--- src/rtl/cqp_pkg.sv ---
package cqp_pkg;

    localparam int DW       = 32;
    localparam int BEATS    = 4;
    localparam int BEAT_W   = $clog2(BEATS);
    localparam int SLOT_SH  = $clog2(BEATS * DW / 8);

    typedef struct packed {
        logic [14:0] status;
        logic        phase;
        logic [15:0] cid;
        logic [15:0] sqid;
        logic [15:0] sqhd;
        logic [31:0] rsvd;
        logic [31:0] result;
    } cq_rec_t;

    function automatic cq_rec_t pack_rec(
        input logic [15:0] cid,
        input logic [15:0] sqid,
        input logic [15:0] sqhd,
        input logic [14:0] status,
        input logic [31:0] result,
        input logic        phase
    );
        cq_rec_t r;
        r.status = status;
        r.phase  = phase;
        r.cid    = cid;
        r.sqid   = sqid;
        r.sqhd   = sqhd;
        r.rsvd   = '0;
        r.result = result;
        return r;
    endfunction

endpackage

--- src/rtl/cqp_ring.sv ---
module cqp_ring
    import cqp_pkg::*;
#(
    parameter int ADDR_W      = 64,
    parameter int IDX_W       = 16,
    parameter int RST_SIZE_M1 = 15
) (
    input  logic              clk,
    input  logic              rst_n,
    input  logic              init,
    input  logic [ADDR_W-1:0] init_base,
    input  logic [IDX_W-1:0]  init_size_m1,
    input  logic              advance,
    input  logic              db_valid,
    input  logic [IDX_W-1:0]  db_head,
    output logic              phase,
    output logic              full,
    output logic              pending,
    output logic [ADDR_W-1:0] slot_addr
);

    typedef struct packed {
        logic [ADDR_W-1:0] base;
        logic [IDX_W-1:0]  size_m1;
        logic [IDX_W-1:0]  tail;
        logic [IDX_W-1:0]  head;
        logic              phase;
    } ring_t;

    ring_t st_q, st_d;
    logic [IDX_W-1:0] nxt_tail;
    logic             at_end;

    always_comb begin
        at_end   = (st_q.tail == st_q.size_m1);
        nxt_tail = at_end ? '0 : IDX_W'(st_q.tail + 1'b1);
        st_d     = st_q;
        if (init) begin
            st_d.base    = init_base;
            st_d.size_m1 = init_size_m1;
            st_d.tail    = '0;
            st_d.head    = '0;
            st_d.phase   = 1'b1;
        end else begin
            if (advance) begin
                st_d.tail  = nxt_tail;
                st_d.phase = st_q.phase ^ at_end;
            end
            if (db_valid) begin
                st_d.head = db_head;
            end
        end
    end

    always_ff @(posedge clk) begin
        if (!rst_n) begin
            st_q.base    <= '0;
            st_q.size_m1 <= IDX_W'(RST_SIZE_M1);
            st_q.tail    <= '0;
            st_q.head    <= '0;
            st_q.phase   <= 1'b1;
        end else begin
            st_q <= st_d;
        end
    end

    assign phase     = st_q.phase;
    assign full      = (nxt_tail == st_q.head);
    assign pending   = (st_q.tail != st_q.head);
    assign slot_addr = st_q.base + ADDR_W'({st_q.tail, {SLOT_SH{1'b0}}});


    wrap_tail_chk: assert property (@(posedge clk) disable iff (!rst_n)
        (advance && !init && at_end) |=> (st_q.tail == '0));


    wrap_phase_chk: assert property (@(posedge clk) disable iff (!rst_n)
        (advance && !init && at_end) |=> (st_q.phase != $past(st_q.phase)));


    no_wrap_phase_chk: assert property (@(posedge clk) disable iff (!rst_n)
        (!init && !(advance && at_end)) |=> $stable(st_q.phase));

endmodule

--- src/rtl/cqp_beat.sv ---
module cqp_beat
    import cqp_pkg::*;
#(
    parameter int ADDR_W = 64
) (
    input  logic              clk,
    input  logic              rst_n,
    input  logic              flush,
    input  logic              full,
    input  logic              cpl_valid,
    input  cq_rec_t           rec,
    input  logic [ADDR_W-1:0] slot_addr,
    output logic              cpl_ready,
    input  logic              wr_ready,
    output logic              wr_valid,
    output logic [ADDR_W-1:0] wr_addr,
    output logic [DW-1:0]     wr_data,
    output logic              done
);

    typedef struct packed {
        logic              busy;
        logic [BEAT_W-1:0] beat;
        logic [ADDR_W-1:0] addr;
        cq_rec_t           rec;
    } seq_t;

    seq_t st_q, st_d;
    logic [BEATS-1:0][DW-1:0] dwords;
    logic last;

    assign dwords = st_q.rec;

    always_comb begin
        cpl_ready = !st_q.busy && !full;
        last      = (st_q.beat == BEAT_W'(BEATS - 1));
        done      = st_q.busy && wr_ready && last;
        st_d      = st_q;
        if (flush) begin
            st_d.busy = 1'b0;
            st_d.beat = '0;
        end else if (st_q.busy) begin
            if (wr_ready) begin
                st_d.beat = BEAT_W'(st_q.beat + 1'b1);
                if (last) begin
                    st_d.busy = 1'b0;
                end
            end
        end else if (cpl_valid && cpl_ready) begin
            st_d.busy = 1'b1;
            st_d.beat = '0;
            st_d.addr = slot_addr;
            st_d.rec  = rec;
        end
    end

    always_ff @(posedge clk) begin
        if (!rst_n) begin
            st_q.busy <= 1'b0;
            st_q.beat <= '0;
            st_q.addr <= '0;
            st_q.rec  <= '0;
        end else begin
            st_q <= st_d;
        end
    end

    assign wr_valid = st_q.busy;
    assign wr_addr  = st_q.addr + ADDR_W'({st_q.beat, 2'b00});
    assign wr_data  = dwords[st_q.beat];


    hold_chk: assert property (@(posedge clk) disable iff (!rst_n || flush)
        (wr_valid && !wr_ready) |=> (wr_valid && $stable(wr_addr) && $stable(wr_data)));


    beat_step_chk: assert property (@(posedge clk) disable iff (!rst_n || flush)
        (wr_valid && wr_ready && !last) |=> (wr_valid && wr_addr == $past(wr_addr) + ADDR_W'(4)));


    busy_block_chk: assert property (@(posedge clk) disable iff (!rst_n)
        wr_valid |-> !cpl_ready);

endmodule

--- src/rtl/cq_poster.sv ---
module cq_poster
    import cqp_pkg::*;
#(
    parameter int ADDR_W      = 64,
    parameter int IDX_W       = 16,
    parameter int RST_SIZE_M1 = 15
) (
    input  logic              clk,
    input  logic              rst_n,
    input  logic              ring_init,
    input  logic [ADDR_W-1:0] ring_base,
    input  logic [IDX_W-1:0]  ring_size_m1,
    input  logic              cpl_valid,
    output logic              cpl_ready,
    input  logic [15:0]       cpl_cid,
    input  logic [15:0]       cpl_sqid,
    input  logic [15:0]       cpl_sqhd,
    input  logic [14:0]       cpl_status,
    input  logic [31:0]       cpl_result,
    input  logic              db_valid,
    input  logic [IDX_W-1:0]  db_head,
    output logic              wr_valid,
    input  logic              wr_ready,
    output logic [ADDR_W-1:0] wr_addr,
    output logic [31:0]       wr_data,
    output logic              irq
);

    logic              phase, full, pending, done;
    logic [ADDR_W-1:0] slot_addr;
    cq_rec_t           rec;

    assign rec = pack_rec(cpl_cid, cpl_sqid, cpl_sqhd, cpl_status, cpl_result, phase);

    cqp_ring #(
        .ADDR_W      (ADDR_W),
        .IDX_W       (IDX_W),
        .RST_SIZE_M1 (RST_SIZE_M1)
    ) u_ring (
        .clk          (clk),
        .rst_n        (rst_n),
        .init         (ring_init),
        .init_base    (ring_base),
        .init_size_m1 (ring_size_m1),
        .advance      (done),
        .db_valid     (db_valid),
        .db_head      (db_head),
        .phase        (phase),
        .full         (full),
        .pending      (pending),
        .slot_addr    (slot_addr)
    );

    cqp_beat #(
        .ADDR_W (ADDR_W)
    ) u_beat (
        .clk       (clk),
        .rst_n     (rst_n),
        .flush     (ring_init),
        .full      (full),
        .cpl_valid (cpl_valid),
        .rec       (rec),
        .slot_addr (slot_addr),
        .cpl_ready (cpl_ready),
        .wr_ready  (wr_ready),
        .wr_valid  (wr_valid),
        .wr_addr   (wr_addr),
        .wr_data   (wr_data),
        .done      (done)
    );

    assign irq = pending;


    full_stall_chk: assert property (@(posedge clk) disable iff (!rst_n)
        full |-> !cpl_ready);


    post_irq_chk: assert property (@(posedge clk) disable iff (!rst_n)
        (done && !db_valid && !ring_init) |=> irq);


    init_idle_chk: assert property (@(posedge clk) disable iff (!rst_n)
        ring_init |=> (!irq && !wr_valid));

endmodule

--- config.mk ---
export PLATFORM = sky130hd
export DESIGN_NAME = cq_poster
export DESIGN_NICKNAME = d
export VERILOG_FILES = /design/src/rtl/cqp_pkg.sv /design/src/rtl/cqp_ring.sv /design/src/rtl/cqp_beat.sv /design/src/rtl/cq_poster.sv
export SDC_FILE = /design/constraint.sdc
export NUM_CORES = 1
export LEC_CHECK = 0
export BUFFER_PORTS_ARGS = -buffer_cell sky130_fd_sc_hd__buf_2
export CAP_MARGIN = 20
export CORE_UTILIZATION = 55
export CTS_CLUSTER_SIZE = 10
export DETAILED_ROUTE_END_ITERATION = 12
export GPL_TIMING_DRIVEN = 1
export PLACE_DENSITY = 0.81
export RECOVER_POWER = 50
export SYNTH_ARGS = -nofsm -noshare
export SYNTH_HDL_FRONTEND = slang
export SYNTH_SLANG_ARGS = --single-unit
export TNS_END_PERCENT = 5
--- constraint.sdc ---
create_clock -name clk -period 9.3 [get_ports clk]
set_clock_uncertainty 0.05 [all_clocks]
set_input_delay 0.465 -clock clk [delete_from_list [all_inputs] [get_ports clk]]
set_output_delay 0.465 -clock clk [all_outputs]
set_load 0.02 [all_outputs]
# Yosys cells after proc, flatten, opt, wreduce, memory -nomap -nowiden
# Cells that the tools add are included.
word_totals:
  reg_bits: 276
  inputBits: 197
  output_inout_bits: 99
  word_cells: 45
op_classes:
  reduce_logical: 10
  addsub: 4
  eq_ne: 5
  n_bitwise: 4
  order_cmp: 1
  n_mux: 7
ops:
  columns: ["op", "count"]
  rows:
  - ["$mux 195", 1]
  - ["$add 64x20->64", 1]
  - ["$add 64x4->64", 1]
  - ["$bmux 32 s2", 1]
  - ["$eq 16x16->1", 2]
  - ["$mux 32", 1]
  - ["$add 16x1->16 const B", 1]
  - ["$mux 16", 1]
  - ["$ne 16x16->1", 1]
  - ["$mux 3", 2]
  - ["$logic_and 1x1->1", 4]
  - ["$lt 2x3->1 const B", 1]
  - ["$not 1->1", 3]
  - ["$reduce_and 3->1", 1]
  - ["$add 2x1->2 const B", 1]
  - ["$eq 2x2->1 const B", 1]
  - ["$logic_not 1->1", 2]
  - ["$ne 2x2->1 const B", 1]
  - ["$reduce_and 2->1", 1]
  - ["$reduce_bool 2->1", 1]
  - ["$reduce_or 2->1", 1]
  - ["$mux 1", 1]
  - ["$xor 1x1->1", 1]

# Depth between registers and ports, before layout
logic_depth:
  word_depth: 8
  ltp_mapped: 13
  ltp_nobuf: 10

# Modules after synthesis
# A second synthesis with hierarchy kept.
hier_totals:
  hier_cells: 1953
  hier_area_um2: 16492.1
modules_own_cells:
  columns: ["module", "seq_area_each_um2", "cells_per_inst", "area_each_um2", "instances"]
  rows:
  - ["cqp_beat", 3903.7, 1104, 9221.3, 1]
  - ["cqp_ring", 2262.2, 848, 7267.0, 1]
  - ["cq_poster", 0.0, 1, 3.8, 1]

# Worst setup path after synthesis
# Ideal clock, no wire load.
synth_timing:
  kind: "register -> output"
  from: "register u_beat.st_q[193] (netlist bit)"
  to: "output wr_addr[52]"
  stages_incl_launch_ff: 12
  required_time_ns: 8.785
  t_arrival_ns: 2.982
  path_slack_ns: 5.803
  n_path_buf: 2
  cell_sequence: "dfxtp_1 inv_2 clkbuf_1 fa_1 nor2_1 nand4_1 nor3_1 nor2b_1 and3_1 clkbuf_1 nand4_1 xnor2_1"
synth_via:
  elab_chain_len: 1
synth_lines:
  columns: ["item", "line_no", "text"]
  rows:
  - ["start, declared", "cqp_beat.sv:28", "seq_t st_q, st_d;"]
  - ["start signal, assigned", "cqp_beat.sv:64", "st_q <= st_d;"]
  - ["$add 64x4->64", "cqp_beat.sv:69", "assign wr_addr = st_q.addr + ADDR_W'({st_q.beat, 2'b00});"]
  - ["end, declared", "cq_poster.sv:24", "output logic [ADDR_W-1:0] wr_addr,"]
# Every way passes these cells.

# Worst setup path in the final report
layout_timing:
  from: "input rst_n"
  to: "register u_beat.st_q[182] (netlist bit)"
layout_lines:
  columns: ["item", "line_no", "text"]
  rows:
  - ["start, declared", "cq_poster.sv:9", "input logic rst_n,"]
# No word-level cell between the ends.

==> summary.md <==
| Metric | Value |
|---|---|
| Number of synthesized flops with an enable pin | `0` |
| Ys flop type | `dfxtp_1` |
| Worst slew margin | `-2.73` |
| Crit path max fanout | `132` |
| Largest net degree at the start of global routing | `133` |
| Largest area contributor in the netlist | `dfxtp_1` |
| RSZ-0062 raised after global routing | `no` |
| Vias in the first global route | `13.1k` |
| ANT nets after route | `0` |
| Ys async rst share | `0` |
| Synth-to-layout area growth | `14.6%` |
| Final slew viol count | `313` |
| Max Root-Sink Buffers | `3` |
| Total gr overflow | `0` |
| Router iterations before antenna repair | `5` |
| Hold Path Class | `in -> reg` |
| Max Cap Viol | `4` |
| Type of origin of the critical path | `input pin` |
| Pwr dens | `155 nW/um2` |
| Top post-synthesis cells by area | `dfxtp_1 36%, mux2i_1 18%, nand2_1 9.9%` |
| #FFs+latches synth | `276` |
| Status | `finished, violations left` |
| CTS Hold Buffers Added | `0` |
| Violated checks | `capacitance limit, slew limit` |
| Crit path arrival time | `6.49 ns` |
| Quantity of gates resized following cts | `0` |
| Yosys warnings | `0` |
| Leakage | `0.00749 uW` |
| Placer Congestion | `0.925` |
| Final min period | `6.18 ns` |
| Site row count | `61` |
| Post-CTS Setup Bufs | `0` |
| Routed len/inst | `17.2 um` |
| Starting DRC count in detailed routing | `1,291` |
| Die width | `170 um` |
| Distinct cells, synth | `72` |
| Die height | `170 um` |
| Top-count cell post-synth | `nand2_1` |
| Port bufs | `295` |
| Tightest Pin Transition | `5.59 ns` |
| Hold Slack | `0.142 ns` |
| DP Wirelength | `30.2 mm` |
| H-Tree Depth | `2` |
| Sequential area share after synthesis | `0.357` |
| Tcrit/Tclk final | `0.665` |
| Routed vias/inst | `5.64` |
| Setup CP Type | `in -> reg` |
| Gate Count Post-Synth | `1,845` |
| Post-Synthesis Cell Area | `15,500 um2` |
| Post-route setup TNS | `0 ns` |
| Critical path required time | `9.60 ns` |
| Drc violations | `0` |
| Ratio of cells with drive above 1 in the final layout | `0.142` |
| # nets final | `2,280` |
| Final setup violation count | `0` |
| Via Count | `13.8k` |
| CTS tree | `done` |
| Synth top cells by count | `409 x nand2_1, 282 x mux2i_1, 276 x dfxtp_1, 134 x nor2_1, 92 x xnor2_1` |
| Wirelength, routed | `42.1 mm` |
| CP most frequent cell | `clkbuf_1` |
| IR drop worst, VDD | `0.106 mV` |
| Root buffer cell | `clkbuf_16` |
| Synthesized net count | `2,064` |
| CP Capture Type | `flop` |
| CP peak stage delay | `3.84 ns` |
| All-layer global routing usage | `0.285` |
| Die area | `28,800 um2` |
| CP cell instances | `clkbuf_1, inv_2, clkbuf_1, a211oi_1` |
| Clock Sinks | `276` |
| Synthesized area per cell | `8.38 um2` |
| Fmax | `162 MHz` |
| IO Count | `296` |
| Critical-path top delay cell | `clkbuf_1` |
| First-pass GRT wire length | `66.3 mm` |
| Initial core utilization | `0.558` |
| Initial antenna violation count | `4` |
| Top cell type's share of synthesized area | `0.357` |
| Total CTS buffers | `34` |
| CORE AREA | `27,700 um2` |
| Later-pin clock latency in the skew report | `0.51 ns` |
| Fin. Hold Viols | `0` |
| Clock transition at the registers of the reported paths | `0.06 ns` |
-- critical path: cells and delay by family --
family          cells  cell delay (ns)
compound gates      1             0.63
buf+inv             3             5.21
-- routing by layer --
layer,track usage,wire length (um),part of all wire
met5,0,0,0
met4,0.129,1700,0.040
met3,0.0471,3270,0.078
met2,0.467,18900,0.45
met1,0.368,18200,0.43
-- stage by stage --
stage / setup WS (ns) / power [uW] / utilization / cells / area, um2
floorplan: 5.80 / 1510 / - / 1845 / 15500
global placement: 4.45 / 1610 / 0.610 / 2403 / 16900
detailed placement: 4.35 / 1620 / 0.610 / 2403 / 16900
CTS: 4.31 / 2770 / 0.643 / 2448 / 17800
global route: 2.26 / 2850 / 0.640 / 2451 / 17700
finish: 3.12 / 2750 / 0.640 / 2454 / 17700
-- worst paths after layout --
path	start	endpoint	slack, ns	depth (start not counted)
hold reg to reg	u_beat.dwords[94]	u_beat.dwords[94]	0.40	2
hold / removal	ring_base[22]	u_ring.st_q[71]	0.14	3
setup / recovery	rst_n	u_beat.st_q[182]	3.12	4
setup reg to reg	u_ring.st_q[21]	u_beat.dwords[121]	4.25	9
-- sequential cells by signal, summed over array words and instances, names as in the netlist --
signal	count
u_beat.wr_valid	1
u_ring.st_q	112
u_beat.dwords	96
u_beat.st_q	66
u_ring.phase	1
-- kinds of logic (layout without fill, tap and decap cells) --
family	after synthesis	count (layout)	synth area share
mux	282	282	0.182
flops	276	276	0.357
simple gates	786	786	0.232
buf+inv	158	383	0.0490
compound gates	154	154	0.0646
fa+ha+maj	22	22	0.0188
other cells	0	6	0
xor+xnor	167	167	0.0955
-- where the power goes --
part | internal (uW) | switching (uW) | leakage (uW)
clock network | 682 | 470 | 0.000458
logic | 134 | 176 | 0.00478
registers | 1240 | 48.0 | 0.00226
-- placed cells by master (no fill, tap or decap), types with 28 or more instances in the layout --
cell,n
nand4_1,35
inv_1,30
a21oi_1,36
xor2_1,74
mux2i_1,282
dfxtp_1,275
nor2_1,134
nand2_1,409
nand3_1,53
o22ai_1,34
buf_2,227
xnor2_1,92
nor3_1,35
nor4_1,28
clkbuf_16,35
clkbuf_1,76
-- final cells by class --
class / instances / area (um2)
Sequential cell: 276 / 5530
Inverter: 31 / 116
Antenna cell: 6 / 15.0
Timing Repair Buffer: 307 / 1470
Fill cell: 2409 / 9970
Clock inverter: 3 / 18.8
Clock buffer: 42 / 912
Tap cell: 378 / 473
Multi-Input combinational cell: 1411 / 9200
Power figures use the tool's default switching activity.
